==> config.mk <==
export PLATFORM = sky130hd
export DESIGN_NAME = alarm_pair_cmp
export DESIGN_NICKNAME = d
export VERILOG_FILES = /design/src/rtl/alarm_pkg.sv /design/src/rtl/staged_commit.sv /design/src/rtl/alarm_match.sv /design/src/rtl/irq_status.sv /design/src/rtl/alarm_pair_cmp.sv
export SDC_FILE = /design/constraint.sdc
export NUM_CORES = 1
export LEC_CHECK = 0
export ABC_CLOCK_PERIOD_IN_PS = 4400
export BUFFER_PORTS_ARGS = -buffer_cell sky130_fd_sc_hd__buf_2
export CAP_MARGIN = 10
export CORE_ASPECT_RATIO = 0.75
export CORE_UTILIZATION = 60
export DETAILED_ROUTE_END_ITERATION = 6
export PLACE_DENSITY = 0.87
export SLEW_MARGIN = 20
export SYNTH_ARGS = -nofsm -noshare
export SYNTH_HDL_FRONTEND = slang
export SYNTH_HIERARCHICAL = 1
export SYNTH_SLANG_ARGS = --single-unit
export TNS_END_PERCENT = 20
==> constraint.sdc <==
create_clock -name clk -period 4.4 [get_ports clk]
set_input_delay 0.44 -clock clk [delete_from_list [all_inputs] [get_ports clk]]
set_output_delay 0.44 -clock clk [all_outputs]
set_load 0.005 [all_outputs]
==> src/rtl/alarm_pkg.sv <==
// Package: shared widths, register offsets, status bit positions and key
// values for the dual alarm comparator.
package alarm_pkg;
    localparam int SEC_W  = 6;
    localparam int MIN_W  = 6;
    localparam int HOUR_W = 5;
    localparam int DAY_W  = 16;
    localparam int TIME_W = SEC_W + MIN_W + HOUR_W + DAY_W;
    localparam int REG_W  = 16;
    localparam int KEY_W  = 8;
    localparam int LOCK_W = KEY_W + 1;
    localparam int NFLD   = 4;

    localparam logic [7:0] OFF_NSTAGE = 8'h20;
    localparam logic [7:0] OFF_EN     = 8'h30;
    localparam logic [7:0] OFF_RAW    = 8'h34;
    localparam logic [7:0] OFF_CLR    = 8'h38;
    localparam logic [7:0] OFF_MSK    = 8'h3C;
    localparam logic [7:0] OFF_NCMT   = 8'h40;
    localparam logic [7:0] OFF_LOCK_R = 8'h50;
    localparam logic [7:0] OFF_LOCK_W = 8'h54;
    localparam logic [7:0] OFF_AUX    = 8'h60;

    localparam int BIT_NHIT  = 4;
    localparam int BIT_AHIT  = 6;
    localparam int BIT_LOCK  = 7;
    localparam int BIT_FDONE = 12;

    localparam logic [KEY_W-1:0] KEY_OPEN = 8'hA5;
    localparam logic [KEY_W-1:0] KEY_SHUT = 8'h5A;

    // Width of time field i (0 second, 1 minute, 2 hour, 3 day).
    function automatic int fld_w(input int i);
        case (i)
            0:       return SEC_W;
            1:       return MIN_W;
            2:       return HOUR_W;
            default: return DAY_W;
        endcase
    endfunction

    // Position of time field i inside the packed {day,hour,min,sec} vector.
    function automatic int fld_lsb(input int i);
        case (i)
            0:       return 0;
            1:       return SEC_W;
            2:       return SEC_W + MIN_W;
            default: return SEC_W + MIN_W + HOUR_W;
        endcase
    endfunction
endpackage

==> src/rtl/staged_commit.sv <==
// Module: staged_commit
// Holds a host-written value in a staging register and copies it into an
// always-on register DLY cycles after the last write, pulsing done at that
// edge. Assumes DLY >= 1. The staging side is host-reset; the committed value
// is cleared only by the power-on reset, and no commit happens in host reset.
module staged_commit #(
    parameter int W   = 8,
    parameter int DLY = 16
) (
    input  logic         clk,
    input  logic         rst_n,
    input  logic         por_n,
    input  logic         wr,
    input  logic [W-1:0] wdata,
    output logic [W-1:0] value,
    output logic         done
);
    localparam int CW = $clog2(DLY + 1);

    logic [CW-1:0] cnt_q;
    logic [W-1:0]  stage_q;
    logic [W-1:0]  val_q;

    assign done  = rst_n && (cnt_q == CW'(1));
    assign value = val_q;

    // Capture a new staged value and (re)start the commit countdown.
    always_ff @(posedge clk) begin
        if (!rst_n) begin
            cnt_q   <= '0;
            stage_q <= '0;
        end else if (wr) begin
            cnt_q   <= CW'(DLY);
            stage_q <= wdata;
        end else if (cnt_q != '0) begin
            cnt_q   <= cnt_q - CW'(1);
        end
    end

    // Move the staged value into the always-on register when the count expires.
    always_ff @(posedge clk) begin
        if (!por_n) begin
            val_q <= '0;
        end else if (done) begin
            val_q <= stage_q;
        end
    end
endmodule

==> src/rtl/alarm_match.sv <==
// Module: alarm_match
// Flags a hit on a tick cycle where the packed time equals the target.
// Purely combinational; the caller latches the result.
module alarm_match #(
    parameter int TW = 33
) (
    input  logic          tick,
    input  logic [TW-1:0] now,
    input  logic [TW-1:0] target,
    output logic          hit
);
    // Equality compare gated by the time strobe.
    always_comb begin
        hit = tick && (now == target);
    end
endmodule

==> src/rtl/irq_status.sv <==
// Module: irq_status
// Enable register and sticky raw status with write-one-to-clear. A set
// request in the same cycle as a clear of that bit leaves it set.
module irq_status #(
    parameter int N = 16
) (
    input  logic         clk,
    input  logic         rst_n,
    input  logic [N-1:0] set,
    input  logic         clr_we,
    input  logic         en_we,
    input  logic [N-1:0] wdata,
    output logic [N-1:0] raw,
    output logic [N-1:0] en
);
    logic [N-1:0] raw_q;
    logic [N-1:0] en_q;
    logic [N-1:0] clr_mask;

    assign clr_mask = clr_we ? wdata : '0;
    assign raw      = raw_q;
    assign en       = en_q;

    // Host-writable enable bits.
    always_ff @(posedge clk) begin
        if (!rst_n) en_q <= '0;
        else if (en_we) en_q <= wdata;
    end

    // Sticky status: clear selected bits, then apply new events.
    always_ff @(posedge clk) begin
        if (!rst_n) raw_q <= '0;
        else raw_q <= (raw_q & ~clr_mask) | set;
    end
endmodule

==> src/rtl/alarm_pair_cmp.sv <==
// Module: alarm_pair_cmp (top)
// Compares the supplied time against a slow-commit primary alarm and an
// immediate secondary alarm, latches match and commit events in a status
// register, and drives interrupt, wake and key-gated power-up outputs.
// Assumes the time inputs change only with tick and that por_n is asserted
// together with rst_n at power-on.
module alarm_pair_cmp
    import alarm_pkg::*;
#(
    parameter int COMMIT_DLY = 16
) (
    input  logic              clk,
    input  logic              rst_n,
    input  logic              por_n,
    input  logic              tick,
    input  logic [SEC_W-1:0]  now_sec,
    input  logic [MIN_W-1:0]  now_min,
    input  logic [HOUR_W-1:0] now_hour,
    input  logic [DAY_W-1:0]  now_day,
    input  logic              bus_we,
    input  logic [7:0]        bus_addr,
    input  logic [REG_W-1:0]  bus_wdata,
    output logic [REG_W-1:0]  bus_rdata,
    output logic              irq,
    output logic              wake,
    output logic              pwr_up
);
    wire  [TIME_W-1:0] now_vec;
    wire  [TIME_W-1:0] norm_vec;
    wire  [TIME_W-1:0] aux_vec;
    wire  [REG_W-1:0]  norm_rd [NFLD];
    wire  [REG_W-1:0]  aux_rd  [NFLD];
    wire  [TIME_W-1:0] tgt     [2];
    logic [NFLD-1:0]   fld_done;
    logic [1:0]        hits;
    logic              lock_done;
    logic [LOCK_W-1:0] lock_val;
    logic [REG_W-1:0]  set_vec;
    logic [REG_W-1:0]  raw_q;
    logic [REG_W-1:0]  en_q;
    logic              key_open;

    assign now_vec = {now_day, now_hour, now_min, now_sec};
    assign tgt[0]  = norm_vec;
    assign tgt[1]  = aux_vec;

    // Per-field primary staging/commit and secondary direct register.
    for (genvar i = 0; i < NFLD; i++) begin : g_fld
        localparam int W = fld_w(i);
        localparam int L = fld_lsb(i);
        logic         nwr;
        logic         awr;
        logic [W-1:0] aux_q;

        assign nwr = bus_we && (bus_addr == OFF_NSTAGE + 8'(4 * i));
        assign awr = bus_we && (bus_addr == OFF_AUX + 8'(4 * i));

        staged_commit #(.W(W), .DLY(COMMIT_DLY)) u_stage (
            .clk   (clk),
            .rst_n (rst_n),
            .por_n (por_n),
            .wr    (nwr),
            .wdata (bus_wdata[W-1:0]),
            .value (norm_vec[L +: W]),
            .done  (fld_done[i])
        );

        // Secondary alarm field takes the written value directly.
        always_ff @(posedge clk) begin
            if (!rst_n) aux_q <= '0;
            else if (awr) aux_q <= bus_wdata[W-1:0];
        end

        assign aux_vec[L +: W] = aux_q;
        assign norm_rd[i]      = REG_W'(norm_vec[L +: W]);
        assign aux_rd[i]       = REG_W'(aux_q);
    end

    // Key and power-off flag share one slow-commit register.
    staged_commit #(.W(LOCK_W), .DLY(COMMIT_DLY)) u_lock (
        .clk   (clk),
        .rst_n (rst_n),
        .por_n (por_n),
        .wr    (bus_we && (bus_addr == OFF_LOCK_W)),
        .wdata (bus_wdata[LOCK_W-1:0]),
        .value (lock_val),
        .done  (lock_done)
    );

    // One comparator per alarm group: index 0 primary, 1 secondary.
    for (genvar a = 0; a < 2; a++) begin : g_cmp
        alarm_match #(.TW(TIME_W)) u_match (
            .tick   (tick),
            .now    (now_vec),
            .target (tgt[a]),
            .hit    (hits[a])
        );
    end

    // Gather the status events into their bit positions.
    always_comb begin
        set_vec = '0;
        set_vec[BIT_NHIT] = hits[0];
        set_vec[BIT_AHIT] = hits[1];
        set_vec[BIT_LOCK] = lock_done;
        set_vec[BIT_FDONE +: NFLD] = fld_done;
    end

    irq_status #(.N(REG_W)) u_sts (
        .clk    (clk),
        .rst_n  (rst_n),
        .set    (set_vec),
        .clr_we (bus_we && (bus_addr == OFF_CLR)),
        .en_we  (bus_we && (bus_addr == OFF_EN)),
        .wdata  (bus_wdata),
        .raw    (raw_q),
        .en     (en_q)
    );

    // Output lines from enabled status and the committed key.
    assign key_open = (lock_val[KEY_W-1:0] == KEY_OPEN);
    assign irq      = |(raw_q & en_q);
    assign wake     = (raw_q[BIT_NHIT] && en_q[BIT_NHIT]) ||
                      (raw_q[BIT_AHIT] && en_q[BIT_AHIT]);
    assign pwr_up   = raw_q[BIT_NHIT] && en_q[BIT_NHIT] && key_open;

    // Register readback decode.
    always_comb begin
        bus_rdata = '0;
        if (bus_addr[1:0] == 2'b00) begin
            if (bus_addr[7:4] == OFF_NCMT[7:4]) bus_rdata = norm_rd[bus_addr[3:2]];
            else if (bus_addr[7:4] == OFF_AUX[7:4]) bus_rdata = aux_rd[bus_addr[3:2]];
            else if (bus_addr == OFF_EN) bus_rdata = en_q;
            else if (bus_addr == OFF_RAW) bus_rdata = raw_q;
            else if (bus_addr == OFF_MSK) bus_rdata = raw_q & en_q;
            else if (bus_addr == OFF_LOCK_R) bus_rdata = REG_W'(lock_val);
        end
    end
endmodule

==> results.py, run 1 <==
metrics = {
    "logic_synthesis": {
        "synth-simple-area-share_pct": 20.2,
        "synthAdderAreaFrac_pct": 1.38,
        "synth_xor_area_share_pct": 7.81,
        "ys_seq_area_share_pct": 38.4,
        "synth_edf_count": 0,
        "ys.flop_type": "dfxtp_1",
        "synth_top_family_by_area": "simple AND/OR/NAND/NOR gates",
        "synth_area_leader_cell": "dfxtp_1",
        "synth_area_um2": 9080,
        "synthArstFlopShare_pct": 0,
        "yosysTopAreaCellShare_pct": 38.4,
        "synthTopCellsByArea": "dfxtp_1 38%, mux2i_1 15%, xor2_1 6.2%",
        "synth-compound-area-share_pct": 10.2,
        "netlist-cell-type-count": 64,
        "synth_cells": 965,
        "ys_warn_count": 6,
        "postSynthAreaPerCell_um2": 9.41,
        "ys_seq_elements": 174,
        "synth_mux_area_share_pct": 17.2,
    },
    "sta": {
        "finalHoldViolCount": 0,
        "fmax_mhz": 363,
        "worst_pin_slew_ns": 1.16,
        "period_needed_ns": 2.76,
        "setup_ws_ns": 1.64,
        "slew_headroom_pct": 22.4,
        "finalClockSkew_ns": 0.0107,
        "setup_viol_count_final": 0,
        "maxSlewViolCount": 0,
        "rsz0062_at_grt": "no",
        "setup_tns_ns": 0,
        "fin_crit_sh_pct": 62.7,
    },
    "die": {
        "initial_core_util_pct": 62.2,
        "die_w_um": 144,
        "fp.dieArea_um2": 15600,
        "core_um2": 14600,
        "io_pins": 81,
        "rows": 38,
        "die_h_um": 109,
    },
    "drt": {
        "drt_iter0_drc": 851,
        "wl_per_cell_um": 19.9,
        "drc": 0,
        "drtAntennaViolNets": 0,
        "viasPerCell": 6.00,
        "routed_wl_um": 24800,
        "first_pass_iters": 7,
        "vias": 7474,
    },
    "global_routing": {
        "grt_pass1_vias": 7084,
        "overflow": 0,
        "grt_max_degree": 85,
        "antenna_found_initial": 0,
        "grt_pass1_wl_um": 38300,
        "grt_use_total_pct": 33.0,
    },
    "worst_setup_path": {
        "cp_num_buf_inv": 3,
        "critical-path-max-stage-delay_ns": 0.49,
        "crit_family": "simple AND/OR/NAND/NOR gates",
        "path_cells": "buf_2 > buf_4 > nor4_1 > and2_1 > a21oi_1 > a21oi_1 > buf_2",
        "crit_slowest_cell": "nor4_1",
        "critical_path_required_ns": 3.96,
        "worstSetupEndpointType": "primary output",
        "cp.arrival_ns": 2.32,
        "crit_path_start_kind": "primary input",
        "cp_max_fo": 21,
        "crit_type": "primary input to primary output",
    },
    "run": {
        "maxCapViolCount": 0,
    },
    "clock_network": {
        "ctsResizeCount": 0,
        "cts_sinks": 174,
        "ctsHoldBuffers": 0,
        "clk_path_buf_depth": 2,
        "clk_pin_slew_ns": 0.06,
        "cts_tree": "yes",
        "clock_latency_ns": 0.43,
        "cts-htree-levels": 4,
        "cts-root-buf": "clkbuf_16",
        "cts_buffers": 17,
        "postCtsSetupRepairBufs": 0,
    },
    "run_status": {
        "status": "finished clean",
    },
    "finish": {
        "regArea_um2": 3480,
        "drive_gt1_share_pct": 14.3,
        "syn2layout_area_growth_pct": 11.9,
        "nFillCells": 1126,
        "multi_input_area_um2": 5230,
        "finalNetCount": 1105,
        "antenna_cells": 0,
    },
    "hold_path": {
        "hold_class": "primary input to flip-flop",
    },
    "placed_design": {
        "dp_hpwl_um": 17300,
        "routabilityCongestion": 0.995,
        "dp_slack_ns": 1.60,
        "port_buffers": 80,
    },
    "pwr": {
        "pwr-share-clk_pct": 38.5,
        "share_comb_of_total_power_pct": 19.7,
        "total_leakage_power_nw": 3.83,
        "swShare_pct": 27.7,
        "ir_drop_mv": 0.384,
        "powerDensity_nw_per_um2": 420,
        "p_int_mw": 3.09,
        "netSwitchingPower_mw": 1.18,
        "power_frac_seq_pct": 41.8,
    },
}
[path summary, 6_finish.rpt]
path	end	from	cells past startpoint	slack [ns]
min reg2reg	g_fld[0].u_stage/value[3]	g_fld[0].u_stage/stage_q[3]	2	0.46
max	bus_rdata[7]	bus_addr[2]	7	1.64
max reg2reg	u_sts/raw[15]	g_fld[3].u_stage/cnt_q[0]	4	2.36
min	u_sts/raw[9]	bus_wdata[9]	2	0.27
[routing by layer]
layer | GRT usage [%] | wire length, µm | vias up | part of all wire [%]
li1 | - | - | 3473 | -
met1 | 45.4 | 10900 | 3588 | 44
met2 | 50.3 | 11000 | 379 | 44
met3 | 9.17 | 2560 | 34 | 10
met4 | 9.80 | 350 | 0 | 1.4
met5 | 0 | 0 | - | 0
[layout by cell type (no fill, tap or decap), types with 5 or more instances in the layout]
cell type  synthesis  layout
bufinv_16          0       5
or4b_4             5       5
o21a_1             6       6
buf_4              7       6
nor3_1             5       5
nor4_1            17      17
dfxtp_1          174     174
a31oi_1           17      17
buf_2             21      80
nand3_1           17      17
nor2_1            35      33
o221ai_1           5       5
nand2b_1           9       9
nand2_1          136     136
mux2i_1          132     132
a22o_1            11      11
and4b_1            5       5
a21boi_0          10      10
o21ai_0           34      34
inv_1             29      29
clkbuf_16          0      17
a21boi_1          11      11
a21oi_1           13      13
mux4_2            10      10
a211oi_2           5       5
xor2_1            64      64
xnor2_1           17      17
ha_1              10      10
conb_1             1      18
nor2b_1           78      78
a221oi_1          11      11
[flip-flops by register name (all words and copies together) (netlist names)]
signal and cells:
g_fld.aux_q 33, g_fld.u_stage/cnt_q 20, g_fld.u_stage/stage_q 33, g_fld.u_stage/value 33, u_lock/cnt_q 5, u_lock/stage_q 9, u_lock/value 9, u_sts/en 16
u_sts/raw 16
[power groups by stage]
stage / logic, mW / registers [mW] / clock network [mW]
3_3_place_gp: 0.798 / 1.81 / 0
3_5_place_dp: 0.827 / 1.82 / 0
2_1_floorplan: 0.660 / 1.79 / 0
4_1_cts: 0.834 / 1.78 / 1.65
6_report: 0.841 / 1.78 / 1.64
5_1_grt: 0.923 / 1.80 / 1.73
[cell usage after synthesis (2+ instances only)]
cell and number:
dfxtp_1 174, nand2_1 136, mux2i_1 132, nor2b_1 78
xor2_1 64, nor2_1 35, o21ai_0 34, inv_1 29
buf_2 21, clkbuf_1 18, a31oi_1 17, nand3_1 17
nor4_1 17, xnor2_1 17, a21oi_1 13, a21boi_1 11
a221oi_1 11, a22o_1 11, a21boi_0 10, ha_1 10
mux4_2 10, nand2b_1 9, buf_4 7, o21a_1 6
a211oi_2 5, and4b_1 5, buf_6 5, nor3_1 5
o221ai_1 5, or4b_4 5, and3_1 3, nand4_1 3
nor3_2 3, or2b_1 3, and4bb_2 2, buf_12 2
nand3b_1 2, nand4b_1 2, o2111ai_1 2, o211ai_1 2
[worst register-to-register path, delay by kind of cell, from the launching register on]
| kind | cells | cell delay [ns] |
|---|---|---|
| and+or+nand+nor | 1 | 0.97 |
| DFF | 1 | 0.41 |
| adders and majority gates | 1 | 0.18 |
| AOI/OAI and AO/OA | 2 | 0.39 |
[kinds of logic (layout without fill, tap and decap cells)]
kind of cell,Yosys count,in the layout
other cells,1,18
xor+xnor,81,81
mux,143,143
compound gates,133,133
buf+inv,84,147
simple gates,339,339
flops,174,174
fa+ha+maj,10,10
[final cells by class]
class,count,area share (%)
Sequential cell,174,34.3
Tap cell,200,2.46
Clock inverter,11,1.87
Clock buffer,20,4.40
Inverter,30,1.11
Timing Repair Buffer,86,4.38
Multi-Input combinational cell,724,51.5
[stage by stage]
stage	utilization [%]	hold WS (ns)	cells	instance area, µm²	power (mW)
2_1_floorplan	-	0.430	982	9140	2.45
3_3_place_gp	65.2	0.445	1214	9520	2.61
3_5_place_dp	65.2	0.448	1214	9520	2.64
4_1_cts	69.6	0.257	1245	10200	4.27
5_1_grt	69.6	0.256	1245	10200	4.45
6_report	69.6	0.266	1245	10200	4.27
Power figures use the tool's default switching activity.
==> run 2: changes to the inputs <==
--- a/config.mk
+++ b/config.mk
@@ -5,7 +5,8 @@
 export SDC_FILE = /design/constraint.sdc
 export NUM_CORES = 1
 export LEC_CHECK = 0
-export ABC_CLOCK_PERIOD_IN_PS = 4400
+export ABC_AREA = 1
+export ABC_CLOCK_PERIOD_IN_PS = 2600
 export BUFFER_PORTS_ARGS = -buffer_cell sky130_fd_sc_hd__buf_2
 export CAP_MARGIN = 10
 export CORE_ASPECT_RATIO = 0.75
==> constraint.sdc (replaced) <==
create_clock -name clk -period 2.6 [get_ports clk]
set_input_delay 0.26 -clock clk [delete_from_list [all_inputs] [get_ports clk]]
set_output_delay 0.26 -clock clk [all_outputs]
set_load 0.005 [all_outputs]
==> run 2 against run 1 <==
Against the previous run:
- clock power increased by 48%
- worst hold slack got worse by 0.14 ns
- setup slack got worse by 1.2 ns
- via count increased by 30%
- critical path type unchanged
- die area increased by 5.2%
- power is 94% higher
- combinational power increased to 2.8 times the previous value
==> results.py, run 2 <==
metrics = {
    "drt": {
        "routed_wl_um": 29500,
        "drt_iter0_drc": 1008,
        "first_pass_iters": 6,
        "drc": 0,
        "vias": 9744,
        "wl_per_cell_um": 16.7,
        "viasPerCell": 5.52,
        "drtAntennaViolNets": 0,
    },
    "worst_setup_path": {
        "crit_path_start_kind": "primary input",
        "cp_max_fo": 14,
        "cp.arrival_ns": 1.87,
        "crit_slowest_cell": "nor2_4",
        "worstSetupEndpointType": "primary output",
        "critical_path_required_ns": 2.34,
        "critical-path-max-stage-delay_ns": 0.36,
        "crit_type": "primary input to primary output",
        "path_cells": "buf_2 > nand2_2 > nor2_4 > inv_2 > nor2_4 > nand2_1 > nand3_1 > nor2_1 > nor2_1 > buf_2",
    },
    "clock_network": {
        "cts_sinks": 174,
        "postCtsSetupRepairBufs": 0,
        "cts-root-buf": "clkbuf_16",
        "clk_pin_slew_ns": 0.07,
        "clk_path_buf_depth": 2,
        "ctsHoldBuffers": 0,
        "cts_buffers": 17,
        "ctsResizeCount": 0,
        "cts-htree-levels": 4,
        "clock_latency_ns": 0.44,
        "cts_tree": "yes",
    },
    "die": {
        "die_w_um": 148,
        "rows": 39,
        "initial_core_util_pct": 62.2,
        "io_pins": 81,
        "core_um2": 15400,
        "die_h_um": 111,
        "fp.dieArea_um2": 16400,
    },
    "global_routing": {
        "grt_use_total_pct": 36.5,
        "grt_pass1_vias": 8581,
        "overflow": 0,
        "antenna_found_initial": 0,
        "grt_max_degree": 50,
        "grt_pass1_wl_um": 45600,
    },
    "sta": {
        "finalClockSkew_ns": 0.0114,
        "setup_tns_ns": 0,
        "finalHoldViolCount": 0,
        "setup_viol_count_final": 0,
        "fmax_mhz": 470,
        "maxSlewViolCount": 0,
        "slew_headroom_pct": 43.6,
        "period_needed_ns": 2.13,
        "rsz0062_at_grt": "no",
        "fin_crit_sh_pct": 81.9,
        "worst_pin_slew_ns": 0.846,
    },
    "logic_synthesis": {
        "postSynthAreaPerCell_um2": 6.52,
        "synth_cells": 1466,
        "yosysMostFrequentCell": "nand2_1",
        "synthTopCellsByCount": "352 x nand2_1, 266 x nor2_1, 174 x dfxtp_1, 174 x inv_1, 97 x o21ai_0",
        "ys_seq_area_share_pct": 36.5,
        "ys.flop_type": "dfxtp_1",
        "synthTopCellsByArea": "dfxtp_1 36%, nand2_1 14%, nor2_1 10%",
        "yosysTopAreaCellShare_pct": 36.5,
        "ys_warn_count": 6,
        "synth_area_um2": 9560,
        "synth_area_leader_cell": "dfxtp_1",
        "synth_edf_count": 0,
        "netlist-cell-type-count": 38,
        "ys_seq_elements": 174,
        "synthArstFlopShare_pct": 0,
    },
    "pwr": {
        "p_total_mw": 8.29,
        "total_leakage_power_nw": 4.67,
        "ir_drop_mv": 0.788,
        "powerDensity_nw_per_um2": 779,
    },
    "run": {
        "maxCapViolCount": 0,
    },
    "finish": {
        "layout_common_cells": "352 x nand2_1, 266 x nor2_1, 174 x inv_1, 174 x dfxtp_1, 97 x o21ai_0",
        "nFillCells": 1368,
        "finalNetCount": 1618,
        "syn2layout_area_growth_pct": 11.4,
        "multi_input_area_um2": 5080,
        "layout_commonest_cell": "nand2_1",
        "drive_gt1_share_pct": 14.1,
        "antenna_cells": 0,
        "regArea_um2": 3480,
    },
    "hold_path": {
        "hold_class": "primary input to flip-flop",
    },
    "run_status": {
        "status": "finished clean",
    },
    "placed_design": {
        "routabilityCongestion": 0.964,
        "port_buffers": 80,
        "dp_hpwl_um": 21900,
    },
}
run 2: changes by cell type in the layout (fill, tap and decap cells not counted), sizes merged, moves of 78 or more:
cell,delta
o21ai,+86
nand2,+227
nor2,+265
mux2i,-132
inv,+182
nor2b,-78
run 2: area by class of cell:
| type | instances | share of cell area [%] |
|---|---|---|
| clock buffer | 20 | 4.29 |
| clock inverter | 12 | 0.905 |
| inverter | 205 | 7.23 |
| multi-input combinational | 1055 | 47.7 |
| sequential | 174 | 32.7 |
| tap | 205 | 2.41 |
| timing repair buffer | 93 | 4.68 |
run 2: report_power, final:
group / internal (mW) / switching [mW] / leakage (nW)
combinational: 0.865 / 1.53 / 2.98
sequential: 3.01 / 0.464 / 1.41
clock: 1.29 / 1.13 / 0.278
run 2: stage by stage:
stage	cells	util (%)	cell area (µm²)	hold slack [ns]	worst slack (ns)
3_3_place_gp	1732	65.6	10100	0.441	0.573
3_5_place_dp	1732	65.6	10100	0.446	0.521
2_1_floorplan	1474	-	9590	0.370	0.940
4_1_cts	1764	69.2	10600	0.112	0.494
6_report	1764	69.2	10600	0.128	0.472
5_1_grt	1764	69.2	10600	0.126	0.353
run 2: cell families after synthesis:
kind of cell,share of synthesized area (%)
other,0.0392
AO/OA/AOI/OAI,12.9
adder cells (fa/ha/maj),1.31
flip-flops,36.5
buffers and inverters,10.7
AND/OR/NAND/NOR,36.5
XOR/XNOR,2.11
run 2: layer usage:
layer | track usage [%] | share of wire, % | vias to the layer above
met2 | 53.1 | 42 | 485
met4 | 14.2 | 3.2 | 0
met3 | 7.45 | 12 | 69
met1 | 52.6 | 44 | 4405
li1 | - | - | 4785
met5 | 0 | 0 | -
run 2: path summary, 6_finish.rpt:
kind	startpoint	endpoint	slack, ns	cells after the start
min	bus_wdata[13]	u_sts/en[13]	0.13	3
max	bus_addr[5]	bus_rdata[13]	0.47	10
max reg2reg	g_fld[2].u_stage/value[4]	u_sts/raw[4]	1.11	10
min reg2reg	u_lock/stage_q[2]	u_lock/stage_q[2]	0.46	2
run 2: worst max-delay path, delay by kind of cell:
kind,cells,cell delay [ns]
AND/OR/NAND/NOR,7,1.10
buffers and inverters,3,0.49
